## src/rtl/exc_pkg.sv

```systemverilog
package exc_pkg;

  localparam int NUM_EXC  = 6;
  localparam int NUM_BANK = 5;
  localparam int BANK_IW  = 3;

  // request index, highest priority first
  localparam int IX_RESET = 0;
  localparam int IX_ABORT = 1;
  localparam int IX_FIQ   = 2;
  localparam int IX_IRQ   = 3;
  localparam int IX_UNDEF = 4;
  localparam int IX_SWI   = 5;

  localparam logic [4:0] MODE_USR = 5'b10000;
  localparam logic [4:0] MODE_FIQ = 5'b10001;
  localparam logic [4:0] MODE_IRQ = 5'b10010;
  localparam logic [4:0] MODE_SVC = 5'b10011;
  localparam logic [4:0] MODE_ABT = 5'b10111;
  localparam logic [4:0] MODE_UND = 5'b11011;

  localparam int BIT_I = 7;
  localparam int BIT_F = 6;
  localparam int BIT_T = 5;

  localparam logic [31:0] PSR_IMPL  = 32'hF00000FF;
  localparam logic [31:0] PSR_RESET = 32'h000000D3;

  typedef enum logic [2:0] {
    EK_NONE  = 3'd0,
    EK_RESET = 3'd1,
    EK_ABORT = 3'd2,
    EK_FIQ   = 3'd3,
    EK_IRQ   = 3'd4,
    EK_UNDEF = 3'd5,
    EK_SWI   = 3'd6
  } exc_kind_e;

  typedef struct packed {
    logic               ok;
    logic [BANK_IW-1:0] idx;
  } bank_sel_t;

  function automatic bank_sel_t mode_bank(input logic [4:0] m);
    bank_sel_t s;
    s.ok  = 1'b1;
    s.idx = '0;
    case (m)
      MODE_FIQ: s.idx = 3'd0;
      MODE_IRQ: s.idx = 3'd1;
      MODE_SVC: s.idx = 3'd2;
      MODE_ABT: s.idx = 3'd3;
      MODE_UND: s.idx = 3'd4;
      default:  s.ok  = 1'b0;
    endcase
    return s;
  endfunction

  function automatic logic [4:0] kind_mode(input exc_kind_e k);
    case (k)
      EK_RESET: return MODE_SVC;
      EK_ABORT: return MODE_ABT;
      EK_FIQ:   return MODE_FIQ;
      EK_IRQ:   return MODE_IRQ;
      EK_UNDEF: return MODE_UND;
      EK_SWI:   return MODE_SVC;
      default:  return MODE_USR;
    endcase
  endfunction

  function automatic logic [7:0] kind_offset(input exc_kind_e k);
    case (k)
      EK_UNDEF: return 8'h04;
      EK_SWI:   return 8'h08;
      EK_ABORT: return 8'h10;
      EK_IRQ:   return 8'h18;
      EK_FIQ:   return 8'h1C;
      default:  return 8'h00;
    endcase
  endfunction

  function automatic logic kind_sets_f(input exc_kind_e k);
    return (k == EK_RESET) || (k == EK_FIQ);
  endfunction

endpackage

```

## src/rtl/exc_arbiter.sv

```systemverilog
module exc_arbiter
  import exc_pkg::*;
#(
  parameter int NREQ = NUM_EXC
) (
  input  logic            clk,
  input  logic            rst_n,
  input  logic [NREQ-1:0] req_i,
  input  logic            irq_mask_i,
  input  logic            fiq_mask_i,
  output logic [NREQ-1:0] grant_o,
  output exc_kind_e       kind_o
);

  logic [NREQ-1:0] eff;

  always_comb begin
    eff          = req_i;
    eff[IX_FIQ]  = req_i[IX_FIQ] & ~fiq_mask_i;
    eff[IX_IRQ]  = req_i[IX_IRQ] & ~irq_mask_i;
  end

  for (genvar g = 0; g < NREQ; g++) begin : g_ladder
    if (g == 0) begin : g_top
      assign grant_o[g] = eff[g];
    end else begin : g_rest
      assign grant_o[g] = eff[g] & ~(|eff[g-1:0]);
    end
  end

  always_comb begin
    kind_o = EK_NONE;
    for (int i = 0; i < NREQ; i++) begin
      if (grant_o[i]) kind_o = exc_kind_e'(3'(i + 1));
    end
  end

  a_r2_single_grant: assert property (@(posedge clk) disable iff (!rst_n)
    $onehot0(grant_o));

  a_r2_irq_below: assert property (@(posedge clk) disable iff (!rst_n)
    grant_o[IX_IRQ] |-> !req_i[IX_RESET] && !req_i[IX_ABORT] &&
                        !(req_i[IX_FIQ] && !fiq_mask_i));

  a_r3_fiq_masked: assert property (@(posedge clk) disable iff (!rst_n)
    grant_o[IX_FIQ] |-> !fiq_mask_i);

  a_r3_irq_masked: assert property (@(posedge clk) disable iff (!rst_n)
    grant_o[IX_IRQ] |-> !irq_mask_i);

  a_r4_undef_first: assert property (@(posedge clk) disable iff (!rst_n)
    req_i[IX_UNDEF] |-> !grant_o[IX_SWI]);

endmodule

```

## src/rtl/exc_target.sv

```systemverilog
module exc_target
  import exc_pkg::*;
#(
  parameter int          AW       = 32,
  parameter logic [AW-1:0] VEC_BASE = '0
) (
  input  exc_kind_e     kind_i,
  output logic [4:0]    mode_o,
  output logic          set_f_o,
  output logic [AW-1:0] vec_o
);

  always_comb begin
    mode_o  = kind_mode(kind_i);
    set_f_o = kind_sets_f(kind_i);
    vec_o   = VEC_BASE + AW'(kind_offset(kind_i));
  end

endmodule

```

## src/rtl/exc_bank.sv

```systemverilog
module exc_bank
  import exc_pkg::*;
#(
  parameter int NB = NUM_BANK,
  parameter int IW = BANK_IW,
  parameter int DW = 32,
  parameter int AW = 32
) (
  input  logic          clk,
  input  logic          rst_n,
  input  logic          wr_en_i,
  input  logic [IW-1:0] wr_idx_i,
  input  logic [DW-1:0] wr_psr_i,
  input  logic [AW-1:0] wr_lr_i,
  input  logic [IW-1:0] rd_idx_i,
  output logic [DW-1:0] rd_psr_o,
  output logic [AW-1:0] rd_lr_o
);

  logic [DW-1:0] psr_q [NB];
  logic [AW-1:0] lr_q  [NB];

  for (genvar b = 0; b < NB; b++) begin : g_slot
    always_ff @(posedge clk or negedge rst_n) begin
      if (!rst_n) begin
        psr_q[b] <= '0;
        lr_q[b]  <= '0;
      end else if (wr_en_i && (wr_idx_i == IW'(b))) begin
        psr_q[b] <= wr_psr_i;
        lr_q[b]  <= wr_lr_i;
      end
    end

    a_r5_slot_holds: assert property (@(posedge clk) disable iff (!rst_n)
      (wr_en_i && (wr_idx_i == IW'(b))) |=>
        (psr_q[b] == $past(wr_psr_i)) && (lr_q[b] == $past(wr_lr_i)));
  end

  always_comb begin
    rd_psr_o = '0;
    rd_lr_o  = '0;
    for (int b = 0; b < NB; b++) begin
      if (rd_idx_i == IW'(b)) begin
        rd_psr_o = psr_q[b];
        rd_lr_o  = lr_q[b];
      end
    end
  end

endmodule

```

## src/rtl/exc_entry_ctrl.sv

```systemverilog
module exc_entry_ctrl
  import exc_pkg::*;
#(
  parameter int            AW       = 32,
  parameter logic [AW-1:0] VEC_BASE = '0
) (
  input  logic          clk,
  input  logic          rst_n,
  input  logic          req_reset_i,
  input  logic          req_abort_i,
  input  logic          req_fiq_i,
  input  logic          req_irq_i,
  input  logic          req_undef_i,
  input  logic          req_swi_i,
  input  logic [AW-1:0] ret_addr_i,
  input  logic          eret_i,
  input  logic          stat_wr_en_i,
  input  logic [31:0]   stat_wr_data_i,
  output logic [31:0]   status_o,
  output logic          pc_load_o,
  output logic [AW-1:0] pc_addr_o,
  output logic          entry_o,
  output logic [2:0]    kind_o
);

  logic [31:0]        status_q;
  logic [NUM_EXC-1:0] req_vec;
  logic [NUM_EXC-1:0] grant;
  exc_kind_e          kind;
  logic               take;
  logic [4:0]         tgt_mode;
  logic               tgt_set_f;
  logic [AW-1:0]      tgt_vec;
  bank_sel_t          cur_bank;
  bank_sel_t          tgt_bank;
  logic [31:0]        saved_psr;
  logic [AW-1:0]      saved_lr;
  logic               do_ret;
  logic [31:0]        status_d;

  always_comb begin
    req_vec           = '0;
    req_vec[IX_RESET] = req_reset_i;
    req_vec[IX_ABORT] = req_abort_i;
    req_vec[IX_FIQ]   = req_fiq_i;
    req_vec[IX_IRQ]   = req_irq_i;
    req_vec[IX_UNDEF] = req_undef_i;
    req_vec[IX_SWI]   = req_swi_i;
  end

  exc_arbiter #(.NREQ(NUM_EXC)) u_arb (
    .clk        (clk),
    .rst_n      (rst_n),
    .req_i      (req_vec),
    .irq_mask_i (status_q[BIT_I]),
    .fiq_mask_i (status_q[BIT_F]),
    .grant_o    (grant),
    .kind_o     (kind)
  );

  exc_target #(.AW(AW), .VEC_BASE(VEC_BASE)) u_tgt (
    .kind_i  (kind),
    .mode_o  (tgt_mode),
    .set_f_o (tgt_set_f),
    .vec_o   (tgt_vec)
  );

  assign take     = |grant;
  assign cur_bank = mode_bank(status_q[4:0]);
  assign tgt_bank = mode_bank(tgt_mode);
  assign do_ret   = !take && eret_i && cur_bank.ok;

  exc_bank #(.NB(NUM_BANK), .IW(BANK_IW), .DW(32), .AW(AW)) u_bank (
    .clk      (clk),
    .rst_n    (rst_n),
    .wr_en_i  (take),
    .wr_idx_i (tgt_bank.idx),
    .wr_psr_i (status_q),
    .wr_lr_i  (ret_addr_i),
    .rd_idx_i (cur_bank.idx),
    .rd_psr_o (saved_psr),
    .rd_lr_o  (saved_lr)
  );

  always_comb begin
    status_d = status_q;
    if (take) begin
      status_d           = status_q & PSR_IMPL;
      status_d[4:0]      = tgt_mode;
      status_d[BIT_T]    = 1'b0;
      status_d[BIT_I]    = 1'b1;
      status_d[BIT_F]    = status_q[BIT_F] | tgt_set_f;
    end else if (do_ret) begin
      status_d = saved_psr & PSR_IMPL;
    end else if (stat_wr_en_i) begin
      status_d = stat_wr_data_i & PSR_IMPL;
    end
  end

  always_ff @(posedge clk or negedge rst_n) begin
    if (!rst_n) begin
      status_q  <= PSR_RESET;
      pc_load_o <= 1'b0;
      pc_addr_o <= '0;
      entry_o   <= 1'b0;
      kind_o    <= EK_NONE;
    end else begin
      status_q  <= status_d;
      pc_load_o <= take | do_ret;
      entry_o   <= take;
      kind_o    <= kind;
      if (take)        pc_addr_o <= tgt_vec;
      else if (do_ret) pc_addr_o <= saved_lr;
    end
  end

  assign status_o = status_q;

  a_r7_vec_aligned: assert property (@(posedge clk) disable iff (!rst_n)
    entry_o |-> pc_load_o && (pc_addr_o[1:0] == 2'b00));

  a_r6_entry_bits: assert property (@(posedge clk) disable iff (!rst_n)
    entry_o |-> status_o[BIT_I] && !status_o[BIT_T] &&
                (status_o[31:28] == $past(status_o[31:28])));

  a_r9_user_return: assert property (@(posedge clk) disable iff (!rst_n)
    (eret_i && (status_o[4:0] == MODE_USR) && !stat_wr_en_i &&
     !req_reset_i && !req_abort_i && !req_fiq_i && !req_irq_i &&
     !req_undef_i && !req_swi_i)
      |=> !pc_load_o && (status_o == $past(status_o)));

  a_r10_zero_bits: assert property (@(posedge clk) disable iff (!rst_n)
    status_o[27:8] == '0);

endmodule

```

## config.mk

```make
export PLATFORM = sky130hd
export DESIGN_NAME = exc_entry_ctrl
export DESIGN_NICKNAME = d
export VERILOG_FILES = /design/src/rtl/exc_pkg.sv /design/src/rtl/exc_arbiter.sv /design/src/rtl/exc_target.sv /design/src/rtl/exc_bank.sv /design/src/rtl/exc_entry_ctrl.sv
export SDC_FILE = /design/constraint.sdc
export NUM_CORES = 1
export LEC_CHECK = 0
export ABC_AREA = 1
export BUFFER_PORTS_ARGS = -buffer_cell sky130_fd_sc_hd__buf_2
export CAP_MARGIN = 20
export CELL_PAD_IN_SITES_DETAIL_PLACEMENT = 1
export CELL_PAD_IN_SITES_GLOBAL_PLACEMENT = 2
export CORE_MARGIN = 2
export CORE_UTILIZATION = 38
export DETAILED_ROUTE_END_ITERATION = 7
export PLACE_DENSITY_LB_ADDON = 0.1
export RECOVER_POWER = 25
export SLEW_MARGIN = 20
export SYNTH_ARGS = -nofsm -noshare
export SYNTH_HDL_FRONTEND = slang
export SYNTH_SLANG_ARGS = --single-unit
```

## constraint.sdc

```tcl
create_clock -name clk -period 4.3 [get_ports clk]
set_input_delay 0.645 -clock clk [delete_from_list [all_inputs] [get_ports clk]]
set_output_delay 0.645 -clock clk [all_outputs]
set_load 0.03 [all_outputs]
```

==> metrics.md, run 1 <==
| Metric | Value |
|---|---|
| Cell Area, Synth | between 10,000 and 15,000 sq um |
| Total wire length | about 35 mm |
| Postcts setup bufs | 0 |
| Part of the power in registers | 0.476 |
| Reg-to-reg startpoint | status_o[6] |
| DR WL/cell | between 15 and 20 um |
| PwrDens | approximately 480 nW/um^2 |
| Core ar. | just over 30,000 sq um |
| CTS sink count | between 200 and 300 |
| Initial antenna violation count | 0 |
| Top Usage Layer GRT | met2 |
| Post-DP HPWL | approximately 22 mm |
| Die Wd | 180.8 um |
| Crit path from | rst_n |
| Worst path cell trace | clkbuf_2 -> clkbuf_2 |
| Peak supply drop | about 0.31 mV |
| Worst-path cell with the longest stage delay | clkbuf_2 |
| Tot Pwr | roughly 6.5 mW |
| # port buffers | ~100 |
| Final hold violations | 0 |
| Final Wtd Congestion | 0.7582 |
| RSZ-0062 raised after global routing | no |
| CTS Buffer Depth | 3 |
| Total Routing Usage GR | 0.2221 |
| CTS tree | yes |
| Top Ports | 143 |
| Reg2Reg Depth | 10 |
| R2r setup slk | between 1.5 and 2 ns |
| Cell variety after synth | 33 |
| Drt first pass iters | 5 |
| Most frequent CP cell | clkbuf_2 |
| Worst Path Required | about 4.9 ns |
| Grt met1 use | 0.3216 |
| Combinational fraction of design power | 0.150 |
| Sw Pwr | 1.863 mW |
| First DRT Iteration DRCs | 524 |
| Vias in the first global route | ~10,000 |
| Antenna-violating nets left | 0 |
| Post-CTS Hold Buffers | 0 |
| Initial core utilization | 0.3872 |
| Worst setup path class | in -> async |
| Area delta synth->final | 14.65% |
| Slew headroom | -0.7062 |
| Total grt overflow | 0 |
| Cells after Synth | 1,429 |
| Commonest cells after routing, fill and taps aside | nand2_1 (371), dfrtp_1 (264), o21ai_0 (255) |
| Tmin final | around 2.8 ns |
| Mean Syn Cell Area | 8.309 sq um |
| Max Cap Viol | 1 |
| Failing checks | max-capacitance violations, max-slew violations |
| CP max FO | between 90 and 100 |
| Critical path depth | 2 |
| Final period utilization | 0.6439 |
| Setup Skew | around 0.024 ns |
| Die H | ~180 um |
| Most common cell after layout, fill and taps aside | nand2_1 |
| CP endpoint | status_o[5] |
| Design Area, Final | 13,610 sq um |
| Slew Limit Fails | 92 |
| Cts bufs inserted | 31 |
| Status | finished with violations |
| CP delay by family, top | buffers and inverters |
| CP startpoint kind | input port |
| Vias | between 9,000 and 10,000 |
| DRC errors left | 0 |
| Layout cells sized above 1 | 0.1277 |
| Via density | about 5.1 |
| Clk Latency, worst-skew pair | roughly 0.56 ns |
| H-tree levels | 1 |
| Met2 GRT Util | 0.3615 |
| Share of power burned in the clock network | 0.374 |
| Yosys reg bits | roughly 270 |
| Setup TNS | 0 ns |
| Worst Path Arrival | 3.35 ns |
| HP Class | in -> reg |
| CTS root buffer | clkbuf_16 |
| Warnings, synthesis | 0 |
| Worst setup EP type | async pin |
| # diodes | 0 |
| Global-route wire length before repair | just under 60 mm |
| Int Pwr | 4.665 mW |
| Largest net degree at the start of global routing | 93 |
| Num rows | between 60 and 70 |
| Worst slew pin tran | between 2 and 3 ns |
| Worst-path clk slew | 0.06 ns |
| Switch share | 0.2853 |
| Static Leak | between 6 and 7 nW |
| Area after DPL | roughly 13,000 sq um |
| FF-to-FF End | status_o[7] |
| NumNets Final | approximately 1,600 |
| GR Layer Usage met3 | 0.02580 |
| Slowest Stage Delay on Critical Path | roughly 1.7 ns |
| Sequential cell area fraction in the yosys report | 0.5674 |
| Buf/Inv on CP | 2 |
| Die footprint | approximately 33,000 sq um |
| Maximum clock rate | about 0.36 GHz |
| Post-cts resize count | 0 |
| Final number of setup-violating endpoints | 0 |
layout make-up:
| class | instances | area [sq um] |
|---|---|---|
| Clock inverter | 3 | 43.79 |
| Multi-Input combinational cell | 917 | 4134 |
| Inverter | 163 | 611.8 |
| Tap cell | 396 | 495.5 |
| Sequential cell | 269 | 6738 |
| Timing Repair Buffer | 127 | 720.7 |
| Clock buffer | 48 | 869.6 |
| Fill cell | 3725 | 17060 |
cell families after synthesis:
kind of cell | synth area share
AOI/OAI and AO/OA | 0.1482
muxes | 0.0009483
and+or+nand+nor | 0.1901
other | 0.0003158
buffers and inverters | 0.09305
DFF | 0.5674
how the worst min path moves through the flow:
stage	startpoint	endpoint	slack, ns	depth (start not counted)
after global routing	ret_addr_i[29]	u_bank.lr_q[29]	0.35	3
after detailed placement	u_bank.lr_q[42]	u_bank.lr_q[42]	0.46	2
final	ret_addr_i[21]	u_bank.lr_q[21]	0.34	3
after global placement	u_bank.psr_q[126]	u_bank.psr_q[126]	0.45	2
after floorplan	rst_n	entry_o	0.35	0
after CTS	rst_n	pc_addr_o[11]	0.13	1
state kept, by name, summed over array words and instances, names as in the netlist:
name and cells:
u_bank.lr_q 160, kind_o 3, entry_o 1, pc_addr_o 32, pc_load_o 1, status_o 12
u_bank.psr_q 60
Yosys cell counts, drive strengths merged:
| library cell | n | share of area |
|---|---|---|
| o221ai | 1 | 0.00074 |
| dfrtp | 264 | 0.56 |
| o22ai | 16 | 0.0084 |
| inv | 161 | 0.051 |
| a31oi | 1 | 0.00053 |
| clkbuf | 51 | 0.016 |
| buf | 48 | 0.025 |
| nand3b | 3 | 0.0019 |
| a21oi | 36 | 0.015 |
| o2111ai | 1 | 0.00074 |
| nand2 | 376 | 0.12 |
| a22oi | 3 | 0.0019 |
| mux2 | 1 | 0.00095 |
| a211oi | 1 | 0.00063 |
| or2 | 1 | 0.00053 |
| nand3 | 62 | 0.027 |
| o211ai | 2 | 0.0013 |
| nor3 | 32 | 0.015 |
| o21ai | 281 | 0.12 |
| dfstp | 5 | 0.011 |
| clkinv | 2 | 0.00063 |
| nor2 | 77 | 0.024 |
| conb | 1 | 0.00032 |
| nand4 | 3 | 0.0016 |
layer usage:
layer	wire [um]	up-vias
li1	-	4699
met1	17080	4816
met2	16430	182
met3	1313	44
met4	612	0
met5	0	-
metrics by stage:
step | setup WS (ns) | hold WS, ns | utilization | std cells
6_report | 1.531 | 0.3449 | 0.4439 | 1923
5_1_grt | 0.9904 | 0.3472 | 0.4439 | 1923
4_1_cts | 1.552 | 0.1287 | 0.4443 | 1923
3_5_place_dp | 1.390 | 0.4591 | 0.4145 | 1872
3_3_place_gp | 1.423 | 0.4539 | 0.4145 | 1872
2_1_floorplan | 2.361 | 0.3494 | - | 1448
power by group through the flow:
stage                     clock network [mW]  logic, mW  registers [mW]
after CTS                               2.51      0.997            3.11
after global routing                    2.62       1.13            3.16
after floorplan                            0      0.616            3.15
after detailed placement                   0      0.990            3.15
after global placement                     0      0.962            3.14
final                                   2.44      0.979            3.11
Power figures use the tool's default switching activity.
==> run 2, diff against run 1 <==
- CORE_UTILIZATION: 38 -> 35
- clock period: 4.3 -> 2.6 ns (I/O delays scaled with it)
==> run 2 against run 1 <==
Against the previous run: the run now ends clean; first-iteration DRC count grew 13%; register-to-register slack lost 1.3 ns; total power grew 78%; sequential cell count is the same; clock power grew 96%; highest routed layer unchanged.
==> metrics.md, run 2 (synthesis results as in run 1) <==
| Metric | Value |
|---|---|
| Layout cells sized above 1 | 0.1483 (was 0.1277) |
| Worst slew pin tran | 1.395 ns (was 2.559 ns) |
| Maximum clock rate | 0.4285 GHz |
| Global-route wire length before repair | 59.19 mm (was 57.74 mm) |
| CP max FO | 8 (was 92) |
| First DRT Iteration DRCs | 593 (was 524) |
| Postcts setup bufs | 0 (unchanged) |
| Total wire length | 36.48 mm (was 35.44 mm) |
| Worst Path Required | 3.02 ns (was 4.88 ns) |
| Share of power burned in the clock network | 0.411 (was 0.374) |
| Die Wd | 188.2 um (was 180.8 um) |
| Tot Pwr | 11.63 mW (was 6.528 mW) |
| Status | completed (was finished with violations) |
| Worst hold slack | 0.1316 ns (was 0.3449 ns) |
| DRC errors left | 0 (unchanged) |
| Most common cell after layout, fill and taps aside | nand2_1 (unchanged) |
| Worst Path Arrival | 2.76 ns (was 3.35 ns) |
| Reg with most FFs | u_bank.lr_q (unchanged) |
| Worst-path clk slew | 0.06 ns (about the same) |
| Static Leak | 7.099 nW (was 6.794 nW) |
| Slew Limit Fails | 0 (was 92) |
| Max Cap Viol | 0 (was 1) |
| PwrDens | 815.3 nW/um^2 (was 479.5 nW/um^2) |
| Max reg flops | 160 (unchanged) |
| Leading registers by flop count | u_bank.lr_q (160), u_bank.psr_q (60), pc_addr_o (32) (unchanged) |
| Final Wtd Congestion | 0.7289 (was 0.7582) |
| DR WL/cell | 18.13 um (was 18.43 um) |
| Total Routing Usage GR | 0.2138 (was 0.2221) |
| Hold Crit Depth | 3 (unchanged) |
| Placement Setup Slack | 0.2702 ns (was 1.390 ns) |
| RSZ-0062 raised after global routing | no (unchanged) |
| Vias | 9,820 (was 9,741) |
| Commonest cells after routing, fill and taps aside | nand2_1 (372), dfrtp_1 (264), o21ai_0 (255) (was nand2_1 (371), dfrtp_1 (264), o21ai_0 (255)) |
| H-tree levels | 2 (was 1) |
| Final number of setup-violating endpoints | 0 (unchanged) |
| Sw Pwr | 3.228 mW (was 1.863 mW) |
| Switch share | 0.2777 (was 0.2853) |
| R2r setup slk | 0.27 ns (was 1.56 ns) |
| Die H | 188.2 um (was 180.8 um) |
| Clk Latency, worst-skew pair | 0.52 ns (was 0.56 ns) |
| # port buffers | 102 (unchanged) |
| Drt first pass iters | 5 (unchanged) |
| Num rows | 67 (was 64) |
| Vias in the first global route | 10,310 (was 10,150) |
| Die footprint | 35,420 sq um (was 32,680 sq um) |
| Post-DP HPWL | 23.33 mm (was 21.64 mm) |
| Area after DPL | 13,120 sq um (was 12,710 sq um) |
| Peak supply drop | 0.4320 mV (was 0.3106 mV) |
| Design Area, Final | 14,260 sq um (was 13,610 sq um) |
| Core ar. | 33,450 sq um (was 30,670 sq um) |
| NumNets Final | 1,613 (was 1,583) |
| Worst setup slack after layout | 0.2662 ns (was 1.531 ns) |
| Worst setup path class | reg -> reg (was in -> async) |
| Final period utilization | 0.8976 |
| Filler cell count | 3,997 (was 3,725) |
| Top Ports | 143 (unchanged) |
| Reg-to-reg startpoint | status_o[4] (was status_o[6]) |
| CTS Buffer Depth | 3 (unchanged) |
| CTS root buffer | clkbuf_16 (unchanged) |
| CP startpoint kind | flop (was input port) |
| CTS tree | yes (unchanged) |
| Part of the power in registers | 0.443 (was 0.476) |
| Slew headroom | 0.06983 (was -0.7062) |
| FF-to-FF End | status_o[4] (was status_o[7]) |
| Initial core utilization | 0.3550 (was 0.3872) |
| Int Pwr | 8.398 mW (was 4.665 mW) |
| Setup TNS | 0 ns (unchanged) |
| Combinational fraction of design power | 0.146 (was 0.150) |
| Initial antenna violation count | 0 (unchanged) |
| Antenna-violating nets left | 0 (unchanged) |
| Setup Skew | 0.01917 ns (was 0.02446 ns) |
| CTS sink count | 269 (unchanged) |
| Hold Startpoint | stat_wr_data_i[5] (was ret_addr_i[21]) |
| # diodes | 0 (unchanged) |
| Tmin final | roughly 2.3 ns |
| Via density | 4.881 (was 5.066) |
| Worst min-delay path endpoint | status_o[5] (was u_bank.lr_q[21]) |
| Total grt overflow | 0 (unchanged) |
| Cts bufs inserted | 35 (was 31) |
| Worst setup EP type | flop (was async pin) |
| Area delta synth->final | 20.09% (was 14.65%) |
| HP Class | in -> reg (unchanged) |
| Reg2Reg Depth | 10 (unchanged) |
| Largest net degree at the start of global routing | 83 (was 93) |
| Final hold violations | 0 (unchanged) |
run 2: final cells by class:
cell class | instances | area [sq um] | area share
Tap cell | 448 | 560.5 | 0.03931
Inverter | 163 | 611.8 | 0.04291
Sequential cell | 269 | 6738 | 0.4725
Multi-Input combinational cell | 917 | 4131 | 0.2897
Clock inverter | 7 | 63.81 | 0.004475
Clock buffer | 55 | 1094 | 0.07669
Timing Repair Buffer | 153 | 1061 | 0.07441
run 2: through the flow:
step,utilization,instances
finish,0.4263,2012
global route,0.4263,2012
CTS,0.4270,2012
detailed placement,0.3921,1949
global placement,0.3921,1949
floorplan,-,1448
run 2: layer usage:
metal	up-vias	track usage	routed length, um
li1	4763	-	-
met1	4875	0.3026	17920
met2	138	0.3521	16840
met3	44	0.02924	1132
met4	0	0.04391	580
met5	-	0	0
run 2: how the worst max path moves through the flow:
stage                        to  slack [ns]        start
2_1_floorplan       status_o[5]        0.66  status_o[4]
3_3_place_gp        status_o[4]        0.30  status_o[4]
3_5_place_dp        status_o[4]        0.27  status_o[4]
4_1_cts             status_o[4]        0.25  status_o[4]
5_1_grt        u_bank.psr_q[65]        0.07  status_o[6]
6_report            status_o[4]        0.27  status_o[4]
run 2: worst max-delay path, cell delays in order (launching register included):
cell	delay [ns]
dfstp_2	0.61
nand2_1	0.09
nor2_1	0.19
o21ai_2	0.19
nand3_1	0.17
nand2_2	0.18
nand2_2	0.15
inv_2	0.07
nand2_2	0.22
inv_2	0.16
a22oi_1	0.20
run 2: power by group through the flow:
stage                     clock (mW)  combinational [mW]  sequential [mW]
after floorplan                    0                1.02             5.21
after global placement             0                1.68             5.19
after detailed placement           0                1.72             5.22
after CTS                       4.93                1.74             5.15
after global routing            5.11                1.97             5.23
final                           4.78                1.69             5.15
run 2: what timing repair did:
action / 4_1_cts / 5_1_grt
hold endpoints to repair: 72 / 0
resized for setup: 0 / 0
setup endpoints to repair: 0 / 0
hold buffers: 1 / 0
==> run 3, diff against run 2 <==
- CTS_BUF_LIST: not set -> sky130_fd_sc_hd__clkbuf_16
==> run 3 against run 2 <==
Against the previous run: non-clock buffer count unchanged; critical path depth did not move; utilization decreased by 0.30 points; via count about the same; die area unchanged; first-iteration DRC count is 1.2% lower; maximum frequency shrank 0.95%; clock power shrank 7.1%; combinational power about the same; design area is 0.70% lower; largest power group unchanged; highest routed layer unchanged.
==> metrics.md, run 3 (synthesis results as in run 1) <==
| Metric | Value |
|---|---|
| Maximum clock rate | 0.4244 GHz (was 0.4285 GHz) |
| Total wire length | 36.40 mm (was 36.48 mm) |
| CTS root buffer | clkbuf_16 (unchanged) |
| Tmin final | 2.356 ns (was 2.334 ns) |
| PwrDens | 796.5 nW/um^2 (was 815.3 nW/um^2) |
| Max reg flops | 160 (unchanged) |
| Final period utilization | 0.9062 (was 0.8976) |
| Vias | 9,825 (was 9,820) |
| Total grt overflow | 0 (unchanged) |
| Top Metal Used | met4 (unchanged) |
| Cts bufs inserted | 35 (unchanged) |
| Worst setup EP type | flop (unchanged) |
| Worst setup path class | reg -> reg (unchanged) |
| Final number of setup-violating endpoints | 0 (unchanged) |
| Largest net degree at the start of global routing | 83 (unchanged) |
| Initial core utilization | 0.3550 (unchanged) |
| Worst setup slack after layout | 0.2439 ns (was 0.2662 ns) |
| Peak supply drop | 0.3694 mV (was 0.4320 mV) |
| DR WL/cell | 18.09 um (was 18.13 um) |
| Post-DP HPWL | 23.33 mm (unchanged) |
| Worst slew pin tran | 1.377 ns (was 1.395 ns) |
| Slew Limit Fails | 0 (unchanged) |
| Die footprint | 35,420 sq um (unchanged) |
| CTS Buffer Depth | 3 (unchanged) |
| NumNets Final | 1,613 (unchanged) |
| CP startpoint kind | flop (unchanged) |
| Slew headroom | 0.08231 (was 0.06983) |
| Global-route wire length before repair | 59.17 mm (was 59.19 mm) |
| Clk Latency, worst-skew pair | 0.52 ns (about the same) |
| Met1 Wirelength | 17.63 mm (was 17.92 mm) |
| Layout cells sized above 1 | 0.1419 (was 0.1483) |
| WL met3 | 1.198 mm (was 1.132 mm) |
| Worst Path Arrival | 2.78 ns (was 2.76 ns) |
| Setup Skew | 0.01689 ns (was 0.01917 ns) |
| Filler cell count | 4,014 (was 3,997) |
| Worst Path Required | 3.02 ns (about the same) |
| Via density | 4.883 (was 4.881) |
| Max Cap Viol | 0 (unchanged) |
| First DRT Iteration DRCs | 586 (was 593) |
| Vias in the first global route | 10,320 (was 10,310) |
| Worst-path clk slew | 0.06 ns (about the same) |
| Initial antenna violation count | 0 (unchanged) |
| Area delta synth->final | 19.25% (was 20.09%) |
| RSZ-0062 raised after global routing | no (unchanged) |
| Setup TNS | 0 ns (unchanged) |
| Top Ports | 143 (unchanged) |
| DRC errors left | 0 (unchanged) |
| Core ar. | 33,450 sq um (unchanged) |
| Static Leak | 7.076 nW (was 7.099 nW) |
| DR WL met2 | 16.97 mm (was 16.84 mm) |
| Status | completed (unchanged) |
| H-tree levels | 2 (unchanged) |
| Die H | 188.2 um (unchanged) |
| Final hold violations | 0 (unchanged) |
| HP Class | in -> reg (unchanged) |
| Final Wtd Congestion | 0.7289 (unchanged) |
| Tot Pwr | 11.28 mW (was 11.63 mW) |
| Antenna-violating nets left | 0 (unchanged) |
| CP max FO | 8 (unchanged) |
| Drt first pass iters | 5 (unchanged) |
| # diodes | 0 (unchanged) |
| Die Wd | 188.2 um (unchanged) |
| # port buffers | 102 (unchanged) |
| Num rows | 67 (unchanged) |
| Leading registers by flop count | u_bank.lr_q (160), u_bank.psr_q (60), pc_addr_o (32) (unchanged) |
| Total Routing Usage GR | 0.2139 (was 0.2138) |
| Reg with most FFs | u_bank.lr_q (unchanged) |
| Most common cell after layout, fill and taps aside | nand2_1 (unchanged) |
| CTS sink count | 269 (unchanged) |
| Worst hold slack | 0.1323 ns (was 0.1316 ns) |
| CTS tree | yes (unchanged) |
| Placement Setup Slack | 0.2702 ns (unchanged) |
| Commonest cells after routing, fill and taps aside | nand2_1 (372), dfrtp_1 (264), o21ai_0 (255) (unchanged) |
| Postcts setup bufs | 0 (unchanged) |
==> run 3: cell count changes in the layout (fill, tap and decap cells not counted), sizes merged <==
cell    before  now
clkbuf      60   42
clkinv       6   16
inv        163  171
==> run 3: final timing paths <==
kind	start	to	slack [ns]	cells past startpoint
setup / recovery	status_o[4]	status_o[4]	0.24	10
hold / removal	stat_wr_data_i[5]	status_o[5]	0.13	3
setup reg to reg	status_o[4]	status_o[4]	0.24	10
hold reg to reg	u_bank.lr_q[42]	u_bank.lr_q[42]	0.47	2
max in group asynchronous	rst_n	status_o[7]	0.92	3
min in group asynchronous	rst_n	u_bank.psr_q[62]	0.75	2
==> run 3: cell type report <==
class / count / area [sq um] / area share
Tap cell: 448 / 560.5 / 0.03959
Clock buffer: 37 / 925.9 / 0.06539
Multi-Input combinational cell: 917 / 4131 / 0.2918
Inverter: 163 / 611.8 / 0.04321
Clock inverter: 25 / 131.4 / 0.009278
Timing Repair Buffer: 153 / 1061 / 0.07493
Sequential cell: 269 / 6738 / 0.4758
==> run 3: stage by stage <==
step,instances,utilization,cell area (sq um)
floorplan,1448,-,11950
global placement,1949,0.3921,13120
detailed placement,1949,0.3921,13120
CTS,2012,0.4240,14180
global route,2012,0.4233,14160
finish,2012,0.4233,14160
==> run 3: repair_timing <==
| item | in CTS | in global routing |
|---|---|---|
| endpoints found under the hold margin | 72 | 0 |
| hold buffers | 1 | 0 |
| resized for setup | 0 | 0 |
==> run 3: metal layers <==
| layer | global-route usage | vias to the layer above |
|---|---|---|
| met5 | 0 | - |
| met1 | 0.3017 | 4871 |
| met4 | 0.04452 | 0 |
| li1 | - | 4764 |
| met2 | 0.3535 | 142 |
| met3 | 0.02850 | 48 |
==> run 3: critical path, cell delays in order (launching register included) <==
cell and delay, ns:
dfstp_2 0.61, nand2_1 0.09, nor2_1 0.20, o21ai_2 0.19
nand3_1 0.17, nand2_2 0.18, nand2_2 0.15, inv_2 0.07
nand2_2 0.22, inv_2 0.17, a22oi_1 0.21
==> run 3: report_power, final <==
group	switching, mW	internal, mW
combinational	1.12	0.570
sequential	0.301	4.85
clock	1.79	2.65
total	3.21	8.07
